<file path="src/rtl/oc_pkg.sv">
package oc_pkg;

    // register offsets above the block of compare registers
    localparam int OFS_MODE  = 0;
    localparam int OFS_SEL   = 1;
    localparam int OFS_DIR   = 2;
    localparam int OFS_STRB  = 3;
    localparam int OFS_MASK  = 4;
    localparam int OFS_MDATA = 5;
    localparam int OFS_FLAG  = 6;

    // per-pin action chosen each cycle
    typedef enum logic [2:0] {
        ACT_HOLD,
        ACT_TOGGLE,
        ACT_LOW,
        ACT_HIGH,
        ACT_MASTER
    } pin_act_e;

endpackage

</file>
<file path="src/rtl/oc_regbank.sv">
module oc_regbank
    import oc_pkg::*;
#(
    parameter int NCH = 8,
    parameter int CW  = 16,
    parameter int AW  = 4,
    parameter int DW  = 16
) (
    input  logic                    clk,
    input  logic                    rst_n,
    input  logic [AW-1:0]           bus_addr,
    input  logic [DW-1:0]           bus_wdata,
    input  logic                    bus_we,
    input  logic [NCH-1:0]          flags,
    output logic [DW-1:0]           bus_rdata,
    output logic [NCH-1:0][CW-1:0]  cmp_q,
    output logic [2*NCH-1:0]        mode_q,
    output logic [NCH-1:0]          sel_q,
    output logic [NCH-1:0]          dir_q,
    output logic [NCH-1:0]          mask_q,
    output logic [NCH-1:0]          mdata_q,
    output logic [NCH-1:0]          strobe_v,
    output logic [NCH-1:0]          flag_clr
);

    localparam logic [AW-1:0] A_MODE  = AW'(NCH + OFS_MODE);
    localparam logic [AW-1:0] A_SEL   = AW'(NCH + OFS_SEL);
    localparam logic [AW-1:0] A_DIR   = AW'(NCH + OFS_DIR);
    localparam logic [AW-1:0] A_STRB  = AW'(NCH + OFS_STRB);
    localparam logic [AW-1:0] A_MASK  = AW'(NCH + OFS_MASK);
    localparam logic [AW-1:0] A_MDATA = AW'(NCH + OFS_MDATA);
    localparam logic [AW-1:0] A_FLAG  = AW'(NCH + OFS_FLAG);

    for (genvar i = 0; i < NCH; i++) begin : g_cmp
        always_ff @(posedge clk or negedge rst_n) begin
            if (!rst_n) begin
                cmp_q[i] <= '0;
            end else if (bus_we && bus_addr == AW'(i)) begin
                cmp_q[i] <= bus_wdata[CW-1:0];
            end
        end
    end

    always_ff @(posedge clk or negedge rst_n) begin
        if (!rst_n) begin
            mode_q  <= '0;
            sel_q   <= '0;
            dir_q   <= '0;
            mask_q  <= '0;
            mdata_q <= '0;
        end else if (bus_we) begin
            if (bus_addr == A_MODE)  mode_q  <= bus_wdata[2*NCH-1:0];
            if (bus_addr == A_SEL)   sel_q   <= bus_wdata[NCH-1:0];
            if (bus_addr == A_DIR)   dir_q   <= bus_wdata[NCH-1:0];
            if (bus_addr == A_MASK)  mask_q  <= bus_wdata[NCH-1:0];
            if (bus_addr == A_MDATA) mdata_q <= bus_wdata[NCH-1:0];
        end
    end

    // one-cycle strobes, never stored
    assign strobe_v = (bus_we && bus_addr == A_STRB) ? bus_wdata[NCH-1:0] : '0;
    assign flag_clr = (bus_we && bus_addr == A_FLAG) ? bus_wdata[NCH-1:0] : '0;

    always_comb begin
        bus_rdata = '0;
        for (int i = 0; i < NCH; i++) begin
            if (bus_addr == AW'(i)) bus_rdata = DW'(cmp_q[i]);
        end
        if (bus_addr == A_MODE)  bus_rdata = DW'(mode_q);
        if (bus_addr == A_SEL)   bus_rdata = DW'(sel_q);
        if (bus_addr == A_DIR)   bus_rdata = DW'(dir_q);
        if (bus_addr == A_MASK)  bus_rdata = DW'(mask_q);
        if (bus_addr == A_MDATA) bus_rdata = DW'(mdata_q);
        if (bus_addr == A_FLAG)  bus_rdata = DW'(flags);
    end

endmodule

</file>
<file path="src/rtl/oc_chan.sv">
module oc_chan #(
    parameter int CW = 16
) (
    input  logic          clk,
    input  logic          rst_n,
    input  logic [CW-1:0] cnt,
    input  logic [CW-1:0] cmp,
    input  logic          clr,
    output logic          match,
    output logic          flag
);

    assign match = (cnt == cmp);

    // a match outranks a clear in the same cycle
    always_ff @(posedge clk or negedge rst_n) begin
        if (!rst_n) begin
            flag <= 1'b0;
        end else if (match) begin
            flag <= 1'b1;
        end else if (clr) begin
            flag <= 1'b0;
        end
    end

endmodule

</file>
<file path="src/rtl/oc_pin.sv">
module oc_pin
    import oc_pkg::*;
(
    input  logic       clk,
    input  logic       rst_n,
    input  logic       fire,
    input  logic [1:0] mode,
    input  logic       mask,
    input  logic       master_fire,
    input  logic       master_bit,
    output logic       pin
);

    pin_act_e act;

    always_comb begin
        if (mask) begin
            act = master_fire ? ACT_MASTER : ACT_HOLD;
        end else if (fire) begin
            unique case (mode)
                2'b00:   act = ACT_HOLD;
                2'b01:   act = ACT_TOGGLE;
                2'b10:   act = ACT_LOW;
                default: act = ACT_HIGH;
            endcase
        end else begin
            act = ACT_HOLD;
        end
    end

    always_ff @(posedge clk or negedge rst_n) begin
        if (!rst_n) begin
            pin <= 1'b0;
        end else begin
            unique case (act)
                ACT_HOLD:   pin <= pin;
                ACT_TOGGLE: pin <= ~pin;
                ACT_LOW:    pin <= 1'b0;
                ACT_HIGH:   pin <= 1'b1;
                ACT_MASTER: pin <= master_bit;
                default:    pin <= pin;
            endcase
        end
    end

endmodule

</file>
<file path="src/rtl/oc_unit.sv">
module oc_unit #(
    parameter int NCH = 8,
    parameter int CW  = 16,
    parameter int AW  = 4,
    parameter int DW  = 16
) (
    input  logic           clk,
    input  logic           rst_n,
    input  logic [CW-1:0]  cnt_in,
    input  logic [AW-1:0]  bus_addr,
    input  logic [DW-1:0]  bus_wdata,
    input  logic           bus_we,
    output logic [DW-1:0]  bus_rdata,
    output logic [NCH-1:0] pin_out,
    output logic [NCH-1:0] pin_oe,
    output logic [NCH-1:0] flag_out
);

    logic [NCH-1:0][CW-1:0] cmp_q;
    logic [2*NCH-1:0]       mode_q;
    logic [NCH-1:0]         sel_q;
    logic [NCH-1:0]         dir_q;
    logic [NCH-1:0]         mask_q;
    logic [NCH-1:0]         mdata_q;
    logic [NCH-1:0]         strobe_v;
    logic [NCH-1:0]         flag_clr;
    logic [NCH-1:0]         match_v;
    logic [NCH-1:0]         fire_v;
    logic                   fire7;

    oc_regbank #(.NCH(NCH), .CW(CW), .AW(AW), .DW(DW)) u_regs (
        .clk       (clk),
        .rst_n     (rst_n),
        .bus_addr  (bus_addr),
        .bus_wdata (bus_wdata),
        .bus_we    (bus_we),
        .flags     (flag_out),
        .bus_rdata (bus_rdata),
        .cmp_q     (cmp_q),
        .mode_q    (mode_q),
        .sel_q     (sel_q),
        .dir_q     (dir_q),
        .mask_q    (mask_q),
        .mdata_q   (mdata_q),
        .strobe_v  (strobe_v),
        .flag_clr  (flag_clr)
    );

    for (genvar i = 0; i < NCH; i++) begin : g_ch
        oc_chan #(.CW(CW)) u_ch (
            .clk   (clk),
            .rst_n (rst_n),
            .cnt   (cnt_in),
            .cmp   (cmp_q[i]),
            .clr   (flag_clr[i]),
            .match (match_v[i]),
            .flag  (flag_out[i])
        );
    end

    assign fire_v = match_v | strobe_v;
    assign fire7  = fire_v[NCH-1];

    for (genvar i = 0; i < NCH; i++) begin : g_pin
        oc_pin u_pin (
            .clk         (clk),
            .rst_n       (rst_n),
            .fire        (fire_v[i]),
            .mode        (mode_q[2*i+1:2*i]),
            .mask        (mask_q[i]),
            .master_fire (fire7),
            .master_bit  (mdata_q[i]),
            .pin         (pin_out[i])
        );
    end

    assign pin_oe = dir_q | (mask_q & sel_q);

endmodule

</file>
<file path="config.mk">
export PLATFORM = sky130hd
export DESIGN_NAME = oc_unit
export DESIGN_NICKNAME = d
export VERILOG_FILES = /design/src/rtl/oc_pkg.sv /design/src/rtl/oc_regbank.sv /design/src/rtl/oc_chan.sv /design/src/rtl/oc_pin.sv /design/src/rtl/oc_unit.sv
export SDC_FILE = /design/constraint.sdc
export NUM_CORES = 1
export LEC_CHECK = 0
export ABC_AREA = 1
export BUFFER_PORTS_ARGS = -buffer_cell sky130_fd_sc_hd__buf_2
export CAP_MARGIN = 20
export CORE_ASPECT_RATIO = 2
export CORE_MARGIN = 2
export CORE_UTILIZATION = 52
export DETAILED_ROUTE_END_ITERATION = 7
export PLACE_DENSITY = 0.7
export SYNTH_ARGS = -nofsm -noshare
export SYNTH_HDL_FRONTEND = slang
export SYNTH_SLANG_ARGS = --single-unit
</file>
<file path="constraint.sdc">
create_clock -name clk -period 4.9 [get_ports clk]
set_input_delay 0.98 -clock clk [delete_from_list [all_inputs] [get_ports clk]]
set_output_delay 0.98 -clock clk [all_outputs]
set_load 0.05 [all_outputs]
</file>
---- Word level (Yosys, flattened, before mapping) ----
Cells that the tools add are included.
word-level totals
  output and inout bits ................... 40
  logic and storage cells ................. 215
  memory bits (read-only) ................. 0
  RAM bits ................................ 0
  flip-flop bits (word level) ............. 192
  memories kept ........................... 0
  bits in latches ......................... 0
operators by class
  eq/ne operators ......................... 70
  divide/modulo/power cells ............... 0
  shift-type cells ........................ 0
  $lt $le $gt $ge ......................... 0
  bitwise logic cells ..................... 11
  muxes and demuxes ....................... 65
  multipliers ............................. 0
  reductions and logical operators ........ 40
  add/sub/neg operators ................... 0
operator list
  kind                count
  $mux 16             14
  $eq 16x16->1        8
  $eq 3x2->1 const B  16
  $pmux 2 s3          8
  $pmux 1 s4          8
  $reduce_bool 4->1   8
  $eq 4x4->1 const B  7
  $mux 3              9
  $eq 3x1->1 const B  8
  $eq 3x3->1 const B  8
  $eq 2x1->1 const B  8
  $eq 2x2->1 const B  8
  $eq 4x3->1 const B  4
  $logic_not 2->1     8
  $mux 1              16
  $mux 2              8
  $mux 8              2
  $or 8x8->8          2
  $reduce_bool 2->1   8
  $logic_and 1x1->1   10
  $reduce_and 2->1    5
  $and 8x8->8         1
  $eq 4x2->1 const B  2
  $not 1->1           8
  other kinds (2)     2

---- Logic depth before layout (Yosys ltp) ----
Gate-level depths: netlist (run 1).
  depth after elaboration ................. 15
  gate-level depth with buffers ........... 14
  gate-level depth less buffers ........... 13

---- By module ----
Synthesis (run 1) repeated with hierarchy kept, for this count alone.
second synthesis, totals
  cell total of the unflattened synthesis .. 1,881
  area, all modules ....................... 11,706.2 um^2
by module, submodules not included
  module      instances  cells an instance  area each (um^2)  sequential area each (um^2)
  oc_regbank  1          961                7,832.5           4,404.2
  oc_chan     8          95                 377.9             25.0
  oc_pin      8          14                 83.8              25.0
  oc_unit     1          48                 180.2             0.0

---- Least setup slack after synthesis (run 1) ----
No wires, ideal clock.
  path kind ............................... input port to output port
  from .................................... input bus_addr[2]
  to ...................................... output bus_rdata[10]
  data required time ...................... 3.920 ns
  setup slack ............................. 1.312 ns
  arrival time ............................ 2.608 ns
  stages .................................. 9
  cells stage by stage .................... inv_1 nor2_1 inv_1 nor2_2 clkbuf_1 nand2_1 nand2_1 inv_1 a21oi_1
between the ends
  word-level cells in the longest chain between the ends .. 15
  elaborated cells between the ends (all ways) .. 28
  classes of those cells .................. eq/ne (13); mux (14); reduce/logical (1)
RTL lines
  element               line              RTL
  start, declared       oc_unit.sv:10     input logic [AW-1:0] bus_addr,
  $logic_not 4->1       oc_regbank.sv:67  if (bus_addr == AW'(i)) bus_rdata = DW'(cmp_q[i]);
  $mux 16 (8 in a row)  oc_regbank.sv:67
  $mux 16               oc_regbank.sv:69  if (bus_addr == A_MODE) bus_rdata = DW'(mode_q);
  $mux 16               oc_regbank.sv:70  if (bus_addr == A_SEL) bus_rdata = DW'(sel_q);
  $mux 16               oc_regbank.sv:71  if (bus_addr == A_DIR) bus_rdata = DW'(dir_q);
  $mux 16               oc_regbank.sv:72  if (bus_addr == A_MASK) bus_rdata = DW'(mask_q);
  $mux 16               oc_regbank.sv:73  if (bus_addr == A_MDATA) bus_rdata = DW'(mdata_q);
  $mux 16 *             oc_regbank.sv:74  if (bus_addr == A_FLAG) bus_rdata = DW'(flags);
  end, declared         oc_unit.sv:13     output logic [DW-1:0] bus_rdata,
Every way passes the cells marked *; elsewhere a longest branch is shown, timed or not.

---- Worst setup path after layout (run 1) ----
  from .................................... input bus_addr[2]
  to ...................................... output bus_rdata[13]
The elaborated chain is that of the path after synthesis.

==> impl_metrics.yaml, run 1 <==
yosys:
  synthFlopType: "dfrtp_1"
  synth_most_common_cell: "nand2_1"
  post-synth-top-area-cell: "dfrtp_1"
  synth_common_cells: "nand2_1 (443), o21ai_0 (213), dfrtp_1 (192), nor2_1 (104), inv_1 (103)"
  synth_cells: 1393
  ys_async_sr_fraction_pct: 100
  syn_avg_cell_area_um2: 7.58
  synth_cell_types: 30
  synth_top_area_share_pct: 45.5
  yosys_register_bits: 192
  yosysSeqAreaShare_pct: 45.5
  synth_area_leaders: "dfrtp_1 (45%), nand2_1 (16%), o21ai_0 (10%), xor2_1 (6.6%), nor2_1 (3.7%)"
  synth_edf_count: 0
  syn-num-nets: 1432
  syn-cell-area_um2: 10600
  yosys_warnings: 0
setup_path:
  path_class: "in -> out"
  start_kind: "input port"
  rr_endpoint: "g_pin[4].u_pin.pin"
  startpoint: "bus_addr[2]"
  worstRegToRegCells: 8
  cp_data_required_time_ns: 3.92
  arrival_ns: 3.04
  reg2reg_slack_ns: 2.93
  rr_startpoint: "u_regs.cmp_q[113]"
  critPathMaxFanout: 19
  critPathCaptureType: "output port"
route:
  vias_per_cell: 5.61
  drt_wl_total_um: 34000
  postRouteAntennaNets: 0
  drtIter0Drc: 697
  dr.pass1.iters: 6
  drc: 0
  wl_per_cell_um: 20.1
  routed-via-count: 9505
worst_hold_path:
  hold_path_startpoint: "u_regs.mask_q[3]"
  min_path_type: "reg -> reg"
  worst_hold_path.num_cells: 2
  worstHoldEndpoint: "u_regs.mask_q[3]"
timing:
  hold_violations: 0
  max_freq_ghz: 0.249
  fin_skew_ns: 0.0102
  min_period_over_period_pct: 82.1
  rsz0062_at_grt: "no"
  hold_slack_ns: 0.499
  slew_headroom_pct: 29.9
  finalSetupTns_ns: 0
  fin_crit_ns: 4.02
  slew_viol_final: 0
  setup_viol: 0
  tightest_slew_ns: 1.05
clock_network:
  clk_path_buf_depth: 2
  cts_tree: "done"
  clkSinkCount: 192
  post_cts.repair.setup_buffers: 0
  cts_hold_buf: 0
  cts.clk_slew.worst_paths_ns: 0.07
  cts_made_buffers: 17
  clk_latency_ns: 0.47
  h-tree-depth: 4
  ctsResizeCount: 0
  clockRootBuffer: "clkbuf_16"
placement:
  dp_hpwl_um: 25200
  portBuffers: 78
  place_congestion: 0.998
  dp_cells: 1661
floorplan:
  ios: 79
  fp.coreArea_um2: 19900
  rows: 73
  fp.dieArea_um2: 21500
  start_util_pct: 53.0
  die_x_um: 105
  die_h_um: 206
power_and_ir_drop:
  power.leakage_nw: 5.68
  power.density_nw_per_um2: 424
  peakVddDrop_mv: 0.190
global_route:
  track_usage_pct: 32.9
  grt_overflow: 0
  antenna_found_initial: 0
  grt_pass1_vias: 9334
  grt_max_degree: 102
  grt_pass1_wl_um: 52700
status:
  status: "completed"
layout:
  diodes: 0
  fill_cells: 1941
  final_cell_count_no_fill: 1694
  fin_nets: 1459
  drive_above_1_share_pct: 9.57
  area_delta_synth_final_pct: 9.96
job:
  drv_cap: 0
==> layout make-up <==
| type | instances | area, um^2 | share of cell area, % |
|---|---|---|---|
| Tap cell | 262 | 328 | 2.82 |
| Inverter | 106 | 398 | 3.43 |
| Sequential cell | 192 | 4800 | 41.4 |
| Timing Repair Buffer | 89 | 534 | 4.60 |
| Clock buffer | 19 | 433 | 3.73 |
| Clock inverter | 12 | 160 | 1.38 |
| Multi-Input combinational cell | 1014 | 4950 | 42.7 |
==> report_power, final <==
group          leakage (nW)  internal, mW  switching [mW]  total (mW)
combinational          2.95         0.401           0.811        1.21
clock                 0.288         0.803           0.647        1.45
sequential             2.44          1.91           0.351        2.26
total                  5.68          3.12            1.81        4.93
==> state kept, by name, indices dropped and copies added (netlist names) <==
register and flops:
u_regs.mode_q 16, g_ch.u_ch.flag 8, g_pin.u_pin.pin 8, u_regs.mdata_q 8, u_regs.dir_q 8, u_regs.sel_q 8, u_regs.mask_q 8, u_regs.cmp_q 128
==> cell usage in the layout (no fill, tap or decap), drive strengths merged <==
cell / n
xor2: 79
nand3: 33
a21oi: 30
nand3b: 1
a21boi: 2
nor2: 116
inv: 107
nor3: 1
bufinv: 3
o22a: 1
clkbuf: 20
o21ai: 214
buf: 88
nand4: 41
o211ai: 4
o2111ai: 1
a221oi: 2
dfrtp: 192
o22ai: 1
xnor2: 40
clkinvlp: 1
or2: 2
clkinv: 7
nand2: 446
==> worst max-delay path by stage <==
| stage | end | slack, ns |
|---|---|---|
| 2_1_floorplan | bus_rdata[10] | 1.31 |
| 3_3_place_gp | bus_rdata[12] | 0.98 |
| 3_5_place_dp | bus_rdata[13] | 0.94 |
| 4_1_cts | bus_rdata[13] | 0.93 |
| 5_1_grt | bus_rdata[13] | 0.72 |
| 6_report | bus_rdata[13] | 0.88 |
==> cell families (layout without fill, tap and decap cells) <==
group                  after synthesis  in the layout  share of synthesized area (%)
AND/OR/NAND/NOR                    640            640                           24.7
AO/OA/AOI/OAI                      255            255                           12.4
flip-flops                         192            192                           45.5
buffers and inverters              187            226                           7.58
XOR/XNOR                           119            119                           9.87
==> through the flow <==
stage          worst slack [ns]  util [%]  cell area (um^2)  total power, mW
6_report                  0.879      58.3             11600             4.93
5_1_grt                   0.718      58.3             11600             5.17
4_1_cts                   0.934      58.0             11600             4.91
3_5_place_dp              0.941      55.1             11000             3.48
3_3_place_gp              0.979      55.1             11000             3.44
2_1_floorplan              1.31         -             10600             3.11
==> critical path, cell delays in order <==
cell       delay, ns
buf_2           0.13
nor2_2          0.57
nand2_2         0.27
inv_2           0.18
nand2_1         0.06
o211ai_1        0.08
a21oi_1         0.08
o2111ai_1       0.21
nor2_1          0.10
nor2_1          0.10
buf_2           0.26
==> per-layer routing <==
| layer | part of all wire [%] | vias up | track usage, % |
|---|---|---|---|
| li1 | - | 4472 | - |
| met1 | 34 | 4530 | 34.0 |
| met2 | 52 | 357 | 58.1 |
| met3 | 4.9 | 146 | 6.21 |
| met4 | 8.5 | 0 | 25.5 |
| met5 | 0 | - | 0 |
Note: power is estimated with default switching activity, not from simulation.
==> inputs of run 2 (changes only) <==
--- a/config.mk
+++ b/config.mk
@@ -5,7 +5,7 @@
 export SDC_FILE = /design/constraint.sdc
 export NUM_CORES = 1
 export LEC_CHECK = 0
-export ABC_AREA = 1
+export ABC_AREA = 0
 export BUFFER_PORTS_ARGS = -buffer_cell sky130_fd_sc_hd__buf_2
 export CAP_MARGIN = 20
 export CORE_ASPECT_RATIO = 2
==> constraint.sdc (replaced) <==
create_clock -name clk -period 3.7 [get_ports clk]
set_input_delay 0.74 -clock clk [delete_from_list [all_inputs] [get_ports clk]]
set_output_delay 0.74 -clock clk [all_outputs]
set_load 0.05 [all_outputs]
==> run 2 against run 1 <==
- synthesized cell count shrank 31%
- setup slack lost 0.69 ns
- critical path depth shrank 2
- area after synthesis grew 5.1%
- cell count shrank 22%
- count of clock-buffer cells in the layout grew 1
- die area grew 5.0%
- non-clock buffer count grew 31
- cell area grew 6.0%
- via count shrank 11%
- clock power grew 34%
- critical path type unchanged
- largest cell class unchanged
- largest power group unchanged
==> impl_metrics.yaml, run 2 <==
status:
  status: "completed"
timing:
  hold_slack_ns: 0.275
  tightest_slew_ns: 0.915
  fin_skew_ns: 0.00738
  slew_headroom_pct: 38.7
  min_period_over_period_pct: 95.0
  rsz0062_at_grt: "no"
  finalSetupTns_ns: 0
  fin_crit_ns: 3.51
  slew_viol_final: 0
  hold_violations: 0
  setup_viol: 0
  max_freq_ghz: 0.285
layout:
  final_common_cell: "dfrtp_1"
  fin_nets: 1069
  largest_reg_flops: 128
  utilization_pct: 58.8
  regMostFlops: "u_regs.cmp_q"
  drive_above_1_share_pct: 34.3
  largestRegisters: "u_regs.cmp_q x128, u_regs.mode_q x16"
  area_delta_synth_final_pct: 10.9
  final_cell_mix: "dfrtp_1 (192), mux2_2 (170), xnor2_1 (128)"
route:
  drc: 0
  routed-via-count: 8425
  postRouteAntennaNets: 0
  drtIter0Drc: 734
  dr.pass1.iters: 5
  vias_per_cell: 6.42
  drt_wl_total_um: 37800
  wl_per_cell_um: 28.8
yosys:
  post-synth-top-area-cell: "dfrtp_1"
  yosys_register_bits: 192
  synthFlopType: "dfrtp_1"
  synth_edf_count: 0
  yosysSeqAreaShare_pct: 43.3
  ys_async_sr_fraction_pct: 100
  synth_cells: 968
  syn_avg_cell_area_um2: 11.5
  synth_most_common_cell: "dfrtp_1"
  synth_top_area_share_pct: 43.3
  yosys_warnings: 0
  synth_common_cells: "dfrtp_1 (192), mux2_2 (170), xnor2_1 (128), nand2_1 (45), a21oi_1 (39)"
  synth_area_leaders: "dfrtp_1 (43%), mux2_2 (17%), xnor2_1 (10%), a21o_1 (2.0%), buf_4 (1.9%)"
  synth_cell_types: 59
  syn-num-nets: 1007
  syn-cell-area_um2: 11100
floorplan:
  fp.coreArea_um2: 20900
  fp.dieArea_um2: 22600
  rows: 75
  ios: 79
  die_h_um: 211
  die_x_um: 107
  start_util_pct: 53.1
clock_network:
  clk_latency_ns: 0.45
  h-tree-depth: 4
  clk_path_buf_depth: 2
  cts_made_buffers: 17
  cts_tree: "done"
  clockRootBuffer: "clkbuf_16"
  cts_hold_buf: 0
  cts.clk_slew.worst_paths_ns: 0.07
  clkSinkCount: 192
worst_hold_path:
  min_path_type: "in -> async"
power_and_ir_drop:
  power_mw: 7.25
  power.leakage_nw: 5.36
  peakVddDrop_mv: 0.326
  power.density_nw_per_um2: 588
global_route:
  grt_overflow: 0
  antenna_found_initial: 1
  grt_pass1_vias: 8731
  grt_max_degree: 73
  track_usage_pct: 34.7
  grt_pass1_wl_um: 55500
placement:
  place_congestion: 1.04
  portBuffers: 78
  dp_hpwl_um: 28800
setup_path:
  arrival_ns: 2.77
  start_kind: "input port"
  cp_data_required_time_ns: 2.96
  reg2reg_slack_ns: 1.14
  path_class: "in -> out"
  rr_startpoint: "u_regs.cmp_q[117]"
  startpoint: "bus_addr[2]"
  critPathMaxFanout: 21
  critPathCaptureType: "output port"
job:
  drv_cap: 0
==> run 2: path summary, 6_finish.rpt <==
| check | endpoint | depth (start not counted) |
|---|---|---|
| setup / recovery | bus_rdata[0] | 9 |
| hold / removal | u_regs.cmp_q[10] | 1 |
| setup reg to reg | g_pin[2].u_pin.pin | 6 |
| hold reg to reg | g_ch[5].u_ch.flag | 1 |
| max in group asynchronous | u_regs.dir_q[6] | 2 |
| min in group clk | g_ch[5].u_ch.flag | 1 |
==> run 2: layout make-up <==
type / count / area [um^2]
clock buffer: 20 / 457
inverter: 14 / 52.6
fill: 1787 / 8610
clock inverter: 12 / 158
sequential: 192 / 4800
tap: 269 / 337
multi-input combinational: 685 / 5690
timing repair buffer: 120 / 810
antenna: 1 / 2.50
==> run 2: cell families (layout without fill, tap and decap cells) <==
family,Yosys count,in the layout,share of synthesized area [%]
other cells,0,1,0
xor+xnor,129,129,10.2
compound gates,164,164,10.1
mux,208,208,22.1
simple gates,184,184,8.93
buf+inv,91,166,5.43
flops,192,192,43.3
==> run 2: power breakdown <==
part | switching [mW] | internal (mW)
clock | 0.837 | 1.10
combinational | 1.14 | 0.984
sequential | 0.592 | 2.59
==> run 2: what timing repair did <==
item,in CTS,in global routing
gates resized for setup,0,1
endpoints found under the setup margin,0,1
buffers inserted,0,0
==> run 2: per-stage QoR <==
step,instance area [um^2],setup slack [ns],std cells
after floorplan,11100,0.152,968
after global placement,11700,0.255,1280
after detailed placement,11700,0.264,1280
after CTS,12300,0.254,1312
after global routing,12300,0.112,1313
final,12300,0.186,1313
==> run 2: critical path, cell delays in order <==
cell	delay [ns]
buf_2	0.25
buf_4	0.27
and2b_1	0.30
nand2_1	0.08
a221o_1	0.35
a32oi_1	0.26
nor3_1	0.09
nor2_1	0.14
buf_2	0.28
==> run 2: routing by layer <==
metal,up-vias,wire (um),GRT usage [%]
met2,437,19700,60.8
met5,-,0,0
met3,177,1750,5.52
met4,0,4190,30.3
li1,3598,-,-
met1,4213,12200,34.6
